--- config.mk ---
export PLATFORM = sky130hd
export DESIGN_NAME = apx_window_adder
export DESIGN_NICKNAME = d
export VERILOG_FILES = /design/src/rtl/apx_pkg.sv /design/src/rtl/apx_pg_gen.sv /design/src/rtl/apx_ks_tree.sv /design/src/rtl/apx_window_carry.sv /design/src/rtl/apx_window_adder.sv
export SDC_FILE = /design/constraint.sdc
export NUM_CORES = 1
export LEC_CHECK = 0
export ABC_AREA = 0
export ABC_CLOCK_PERIOD_IN_PS = 3400
export CELL_PAD_IN_SITES_DETAIL_PLACEMENT = 1
export CELL_PAD_IN_SITES_GLOBAL_PLACEMENT = 2
export CORE_MARGIN = 3
export CORE_UTILIZATION = 24
export DETAILED_ROUTE_END_ITERATION = 10
export PLACE_DENSITY_LB_ADDON = 0.1
export REMOVE_ABC_BUFFERS = 1
export SLEW_MARGIN = 25
export SYNTH_ARGS = -nofsm -noshare
export SYNTH_HDL_FRONTEND = slang
export SYNTH_SLANG_ARGS = --single-unit
export TNS_END_PERCENT = 50
--- constraint.sdc ---
create_clock -name vclk -period 3.4
set_input_delay 0.51 -clock vclk [all_inputs]
set_output_delay 0.51 -clock vclk [all_outputs]
set_load 0.01 [all_outputs]
--- src/rtl/apx_pkg.sv ---
package apx_pkg;

    typedef enum logic [0:0] {
        MODE_ZERO = 1'b0,
        MODE_ANTI = 1'b1
    } cin_mode_e;

    typedef struct packed {
        logic g;
        logic p;
    } pg_t;

    localparam pg_t PG_IDENT = '{g: 1'b0, p: 1'b1};

    function automatic int flog2(input int n);
        int r;
        r = 0;
        while ((2 ** (r + 1)) <= n) r++;
        return r;
    endfunction

    function automatic pg_t pg_merge(input pg_t hi, input pg_t lo);
        pg_t r;
        r.g = hi.g | (hi.p & lo.g);
        r.p = hi.p & lo.p;
        return r;
    endfunction

endpackage

--- src/rtl/apx_pg_gen.sv ---
module apx_pg_gen #(
    parameter int WIDTH = 64
) (
    input  logic [WIDTH-1:0]              a,
    input  logic [WIDTH-1:0]              b,
    output apx_pkg::pg_t [WIDTH-1:0]      pg
);
    for (genvar i = 0; i < WIDTH; i++) begin : g_bit
        assign pg[i].g = a[i] & b[i];
        assign pg[i].p = a[i] ^ b[i];
    end
endmodule

--- src/rtl/apx_ks_tree.sv ---
module apx_ks_tree #(
    parameter int WIDTH = 64,
    parameter int LEVELS = 4
) (
    input  apx_pkg::pg_t [WIDTH-1:0]              pg,
    output apx_pkg::pg_t [LEVELS:0][WIDTH-1:0]    node
);
    import apx_pkg::*;

    assign node[0] = pg;

    for (genvar l = 1; l <= LEVELS; l++) begin : g_lvl
        localparam int STEP = 2 ** (l - 1);
        for (genvar j = 0; j < WIDTH; j++) begin : g_pos
            if (j >= STEP) begin : g_merge
                assign node[l][j] = pg_merge(node[l-1][j], node[l-1][j-STEP]);
            end else begin : g_pass
                assign node[l][j] = node[l-1][j];
            end
        end
    end
endmodule

--- src/rtl/apx_window_carry.sv ---
module apx_window_carry #(
    parameter int                 WIDTH    = 64,
    parameter int                 WIN      = 16,
    parameter int                 LEVELS   = 4,
    parameter apx_pkg::cin_mode_e CIN_MODE = apx_pkg::MODE_ANTI
) (
    input  logic [WIDTH-1:0]                      a,
    input  logic                                  carry_in,
    input  apx_pkg::pg_t [WIDTH-1:0]              pg,
    input  apx_pkg::pg_t [LEVELS:0][WIDTH-1:0]    node,
    output logic [WIDTH-1:0]                      carry,
    output logic [WIDTH-1:0]                      miss
);
    import apx_pkg::*;

    for (genvar i = 0; i < WIDTH; i++) begin : g_bit
        localparam int HI  = i - 1;
        localparam int LO  = (i < WIN) ? 0 : i - WIN + 1;
        localparam int LEN = HI - LO + 1;

        pg_t span;
        logic win_cin;

        if (LEN <= 0) begin : g_empty
            assign span = PG_IDENT;
        end else begin : g_span
            localparam int M = flog2(LEN);
            assign span = pg_merge(node[M][HI], node[M][LO + (2 ** M) - 1]);
        end

        if (i < WIN) begin : g_exact
            assign win_cin = carry_in;
            assign miss[i] = 1'b0;
        end else begin : g_spec
            if (CIN_MODE == MODE_ANTI) begin : g_anti
                localparam int FM = flog2(WIN);
                pg_t fspan;
                assign win_cin = a[i-WIN];
                assign fspan = pg_merge(node[FM][i-1], node[FM][i - WIN + (2 ** FM) - 1]);
                assign miss[i] = fspan.p;
            end else begin : g_zero
                assign win_cin = 1'b0;
                assign miss[i] = span.p & (pg[i-WIN].g | pg[i-WIN].p);
            end
        end

        assign carry[i] = span.g | (span.p & win_cin);
    end
endmodule

--- src/rtl/apx_window_adder.sv ---
module apx_window_adder #(
    parameter int                 WIDTH    = 64,
    parameter int                 WIN      = 16,
    parameter apx_pkg::cin_mode_e CIN_MODE = apx_pkg::MODE_ANTI,
    parameter bit                 FLAG_EN  = 1'b1
) (
    input  logic [WIDTH-1:0] a_i,
    input  logic [WIDTH-1:0] b_i,
    input  logic             carry_in,
    output logic [WIDTH-1:0] sum_o,
    output logic             spec_miss_o
);
    import apx_pkg::*;

    localparam int SPAN_MAX = (WIN < WIDTH - 1) ? WIN : WIDTH - 1;
    localparam int LEVELS   = flog2((SPAN_MAX < 1) ? 1 : SPAN_MAX);
    localparam int LOWN     = (WIN < WIDTH) ? WIN : WIDTH;

    pg_t [WIDTH-1:0]            pg;
    pg_t [LEVELS:0][WIDTH-1:0]  node;
    logic [WIDTH-1:0]           carry;
    logic [WIDTH-1:0]           miss;

    apx_pg_gen #(.WIDTH(WIDTH)) u_pg (
        .a (a_i),
        .b (b_i),
        .pg(pg)
    );

    apx_ks_tree #(.WIDTH(WIDTH), .LEVELS(LEVELS)) u_tree (
        .pg  (pg),
        .node(node)
    );

    apx_window_carry #(
        .WIDTH(WIDTH), .WIN(WIN), .LEVELS(LEVELS), .CIN_MODE(CIN_MODE)
    ) u_win (
        .a       (a_i),
        .carry_in(carry_in),
        .pg      (pg),
        .node    (node),
        .carry   (carry),
        .miss    (miss)
    );

    for (genvar i = 0; i < WIDTH; i++) begin : g_sum
        assign sum_o[i] = pg[i].p ^ carry[i];
    end

    if (FLAG_EN) begin : g_flag
        assign spec_miss_o = |miss;
    end else begin : g_noflag
        assign spec_miss_o = 1'b0;
    end

    // Exact reference used only by the assertions below.
    logic [WIDTH:0]   exact_full;
    logic [WIDTH-1:0] exact_sum;
    logic [WIDTH-1:0] low_mask;
    always_comb begin
        exact_full = {1'b0, a_i} + {1'b0, b_i} + {{WIDTH{1'b0}}, carry_in};
        exact_sum  = exact_full[WIDTH-1:0];
        low_mask   = '0;
        for (int k = 0; k < LOWN; k++) low_mask[k] = 1'b1;
    end

    always_comb begin
        p_low_exact_r4: assert ((sum_o & low_mask) == (exact_sum & low_mask))
            else $error("R4 low bits differ from exact sum");
        if (WIN >= WIDTH) begin
            p_wide_exact_r5: assert (sum_o == exact_sum)
                else $error("R5 wide window not exact");
            p_wide_quiet_r5: assert (!spec_miss_o)
                else $error("R5 miss raised with wide window");
        end
        if (FLAG_EN) begin
            p_flag_covers_r7: assert ((sum_o == exact_sum) || spec_miss_o)
                else $error("R7 wrong sum without miss flag");
        end
    end
endmodule

# == After elaboration in Yosys (flattened, before gate mapping) ==
# Cells that the tools add are included.
# op_classes
n_eq_ne,0
reduce_logical,1
bitwise_logic,1084
n_div,0
magnitude_cmp,0
multipliers,0
n_addsub,0
shifts,0
mux,0
# op_table
operator,count
$and 1x1->1,652
$or 1x1->1,304
$xor 1x1->1,128
$reduce_or 48->1,1
# totals
inputBits,129
latchBits,0
n_memories,0
ram_bits,0
regBits,0
word_cells,1085
output_inout_bits,65
romBits,0

# == Logic depth before layout (Yosys ltp) ==
# logic_depth
depth_word,11
depth_mapped,9
depth_no_buf,7

# == Hierarchy ==
# Synthesis repeated with hierarchy kept, for this count alone.
# hier_totals
hier_cells,1252
hier_area_um2,7096.8
# modules_own_cells
mod,cells_each,seq_area_each_um2,n_inst,area_each_um2
apx_ks_tree,877,0.0,1,4316.6
apx_window_carry,226,0.0,1,1280.0
apx_pg_gen,64,0.0,1,800.8
apx_window_adder,85,0.0,1,699.4

# == Worst setup path after synthesis ==
# OpenSTA, ideal clock, no wires.
# synth_path
path_type,input -> output
startpoint,input port a_i[56]
endpoint,output port sum_o[63]
cell_stages,8
setup_slack_ps,833
n_path_buf,1
required_time_ps,2890
arrival_time_ps,2057
path_cell_list,ha_1 -> buf_6 -> a211oi_2 -> o21bai_1 -> a21o_1 -> a211o_1 -> a211oi_2 -> xnor2_1
# synth_via
elab_chain_cells,10
word_cells_on_any_way,17
cone_classes,17 x bitwise
# synth_rtl
item,line_no,rtl
from (decl),apx_window_adder.sv:7,"input logic [WIDTH-1:0] a_i,"
$xor 1x1->1,apx_pg_gen.sv:10,assign pg[i].p = a[i] ^ b[i];
$and 1x1->1,apx_pkg.sv:24,r.g = hi.g | (hi.p & lo.g);
$or 1x1->1,apx_pkg.sv:24,
$and 1x1->1,apx_pkg.sv:24,
$or 1x1->1,apx_pkg.sv:24,
$and 1x1->1,apx_pkg.sv:24,
$or 1x1->1 (2 in a row),apx_pkg.sv:24,
$or 1x1->1 *,apx_window_carry.sv:47,assign carry[i] = span.g | (span.p & win_cin);
$xor 1x1->1 *,apx_window_adder.sv:47,assign sum_o[i] = pg[i].p ^ carry[i];
to (decl),apx_window_adder.sv:10,"output logic [WIDTH-1:0] sum_o,"
# Mark *: on every way between the ends. The rest lies on a longest branch, timed or not.

# == Final worst setup path ==
# layout_path
startpoint,input port a_i[0]
endpoint,output port sum_o[15]
# layout_via
elab_chain_cells,11
word_cells_on_any_way,17
cone_classes,17 x bitwise
# layout_rtl
item,line_no,rtl
$and 1x1->1,apx_pg_gen.sv:9,assign pg[i].g = a[i] & b[i];
$and 1x1->1,apx_pkg.sv:24,
$or 1x1->1,apx_pkg.sv:24,
$and 1x1->1,apx_pkg.sv:24,
$or 1x1->1,apx_pkg.sv:24,
$and 1x1->1,apx_pkg.sv:24,
$or 1x1->1,apx_pkg.sv:24,
$and 1x1->1,apx_pkg.sv:24,
$or 1x1->1,apx_pkg.sv:24,
$or 1x1->1 *,apx_window_carry.sv:47,
$xor 1x1->1 *,apx_window_adder.sv:47,
# Marks and branches as above.

==> run summary <==
total number of vias: 7806
Post-Synthesis Cells: 702
pwr dens: 216 mW/mm^2
setup repair after global routing missed its margin: true
worst setup path class: in2out
final setup slack of the worst path: 0.0269 ns
Power, Total: 0.00221 W
Routability Congestion: 0.969
largest net degree at the start of global routing: 10
total routing resource utilization after global routing: 0.281
vertical extent of the die: 143 um
DRC violations left: 0
cell type with the largest total area after synthesis: ha_1
post-synth design cell area: 0.00450 sq mm
Max Slew Vio Count: 0
total non-filler cell area in the finished layout: 0.0102 sq mm
worst hold path depth: 5
antenna diode count: 0
startpoint of the most critical hold path: b_i[26]
Finish-stage setup viols: 0
Crit. End Element: output pin
first element of the critical path: a_i[0]
area occupied by registers: 0 sq um
Top Ports: 194
Worst Hold Slack: 1.71 ns
endpoint required time on the critical path: 2.89 ns
synthesized area per cell: 6.40 sq um
number of input and output port buffers inserted: 194
global-route wire length before repair: 46200 um
cell leakage power: 4.42 nW
area of the placeable core: 0.0182 sq mm
Detailed Route Iter0 Violations: 461
number of filler instances in the final layout: 2201
number of standard cells in the layout, taps in and fillers out: 1438
worst slew slack as a fraction of its limit: 0.698
Layout area overhead: 127%
data arrival time of the worst path: 2.86 ns
total wire length: 30900 um
Max Fanout on Critical Path: 6
result of the run: complete, no violations
number of hold buffers added after CTS: 0
most common cell after layout, fill and taps aside: buf_4
sequential share of the synthesized area: 0
starting density of the core: 0.247
Worst Tran Pin Value: 0.452 ns
commonest cells after routing, fill and taps aside: 349 x buf_4, 123 x clkdlybuf4s50_1, 88 x nand2_1
remaining antenna violation count: 0
number of warnings printed during yosys synthesis: 0
Routed WL per cell: 21.5 um
worst-case vdd ir drop: 0.000105 V
kind of start point of the critical path: input pin
Tmin final: 3.37 ns
post-place instance area: 0.00906 sq mm
residual overflow from global routing: 0
dpl hpwl: 25300 um
drt pass-1 iters: 5
Setup WS pre-CTS: -0.600 ns
fraction of post-synthesis cell area in the top cell type by area: 0.178
via count of the first global-routing pass: 8490
count of cell types in the netlist: 47
cells taking the most area after synthesis: ha_1 18%, a21oi_1 11%, nand2_1 8.3%, o21ai_0 7.6%, xnor2_1 7.0%
Min-Delay Path Class: in2out
number of cells after detailed placement: 1424
via density per instance: 5.43
number of antenna violations at the first check in global routing: 0
count of maximum capacitance violations: 0
period utilisation layout: 0.992
number of nets in the final layout: 1405
number of sequential cells in the layout: 0
width of the chip: 143 um
final-layout clock buffer total: 0
number of endpoints with negative hold slack in the final report: 0
number of placement rows: 49
layout cell share with drive strength beyond 1: 0.480
die area: 0.0204 sq mm
highest clock rate: 296 MHz
==> per-stage QoR <==
stage | setup TNS (ns) | util
4_1_cts | -2.35 | 0.539
5_1_grt | -0.548 | 0.561
3_3_place_gp | -18.26 | 0.498
6_report | 0 | 0.561
2_1_floorplan | 0 | -
3_5_place_dp | -19.62 | 0.498
==> synthesized netlist by cell type (all sizes together), types with 7 or more instances <==
cell and number:
xor2 28, a221oi 34, buf 25, xnor2 36, nor3 10, nand3 15, clkbuf 11, nand2 99
a21o 7, a21oi 100, a211oi 9, o21ai 92, a221o 14, ha 64, nand4 33, nor2 79
==> worst max-delay path: stages <==
cell and delay (ns):
clkdlybuf4s50_1 0.43, ha_1 0.35, a211oi_2 0.23, o21bai_1 0.12, a21o_2 0.26, a21oi_4 0.26, buf_4 0.17, o31ai_2 0.09
xor2_1 0.14, dlygate4sd2_1 0.30
==> metal layers <==
layer / track usage / share of wire / vias up / wire length, um
li1: - / - / 3714 / -
met3: 0.0204 / 0.042 / 54 / 1280
met2: 0.502 / 0.49 / 261 / 15300
met5: 0 / 0 / - / 0
met4: 0.0650 / 0.026 / 0 / 793
met1: 0.368 / 0.44 / 3777 / 13600
==> final timing paths <==
kind                  slack [ns]        end
worst max-delay path        0.03  sum_o[15]
worst min-delay path        1.71  sum_o[26]
==> area by class of cell <==
class / count / area (sq um) / area share
Tap cell: 229 / 287 / 0.0280
Inverter: 6 / 22.5 / 0.00220
Timing Repair Buffer: 543 / 4490 / 0.439
Multi-Input combinational cell: 660 / 5420 / 0.530
==> logic make-up after synthesis <==
kind of cell,count (synthesis),share of synthesized area
xor+xnor,64,0.125
simple gates,252,0.248
compound gates,279,0.401
buf+inv,42,0.0445
fa+ha+maj,65,0.183
==> power breakdown <==
| part | leakage, nW | internal (W) | switching (W) |
|---|---|---|---|
| Combinational | 4.42 | 0.00112 | 0.00109 |
| Clock | 0 | 0 | 0 |
| Sequential | 0 | 0 | 0 |
| Total | 4.42 | 0.00112 | 0.00109 |
==> repair_timing <==
| item | in CTS | in global routing |
|---|---|---|
| endpoints found under the hold margin | 0 | 0 |
| cloned | 0 | 0 |
| pin swaps | 26 | 39 |
| buffers inserted | 8 | 6 |
| resized for setup | 258 | 135 |
| endpoints found under the setup margin | 59 | 54 |
Power figures use the tool's default switching activity.
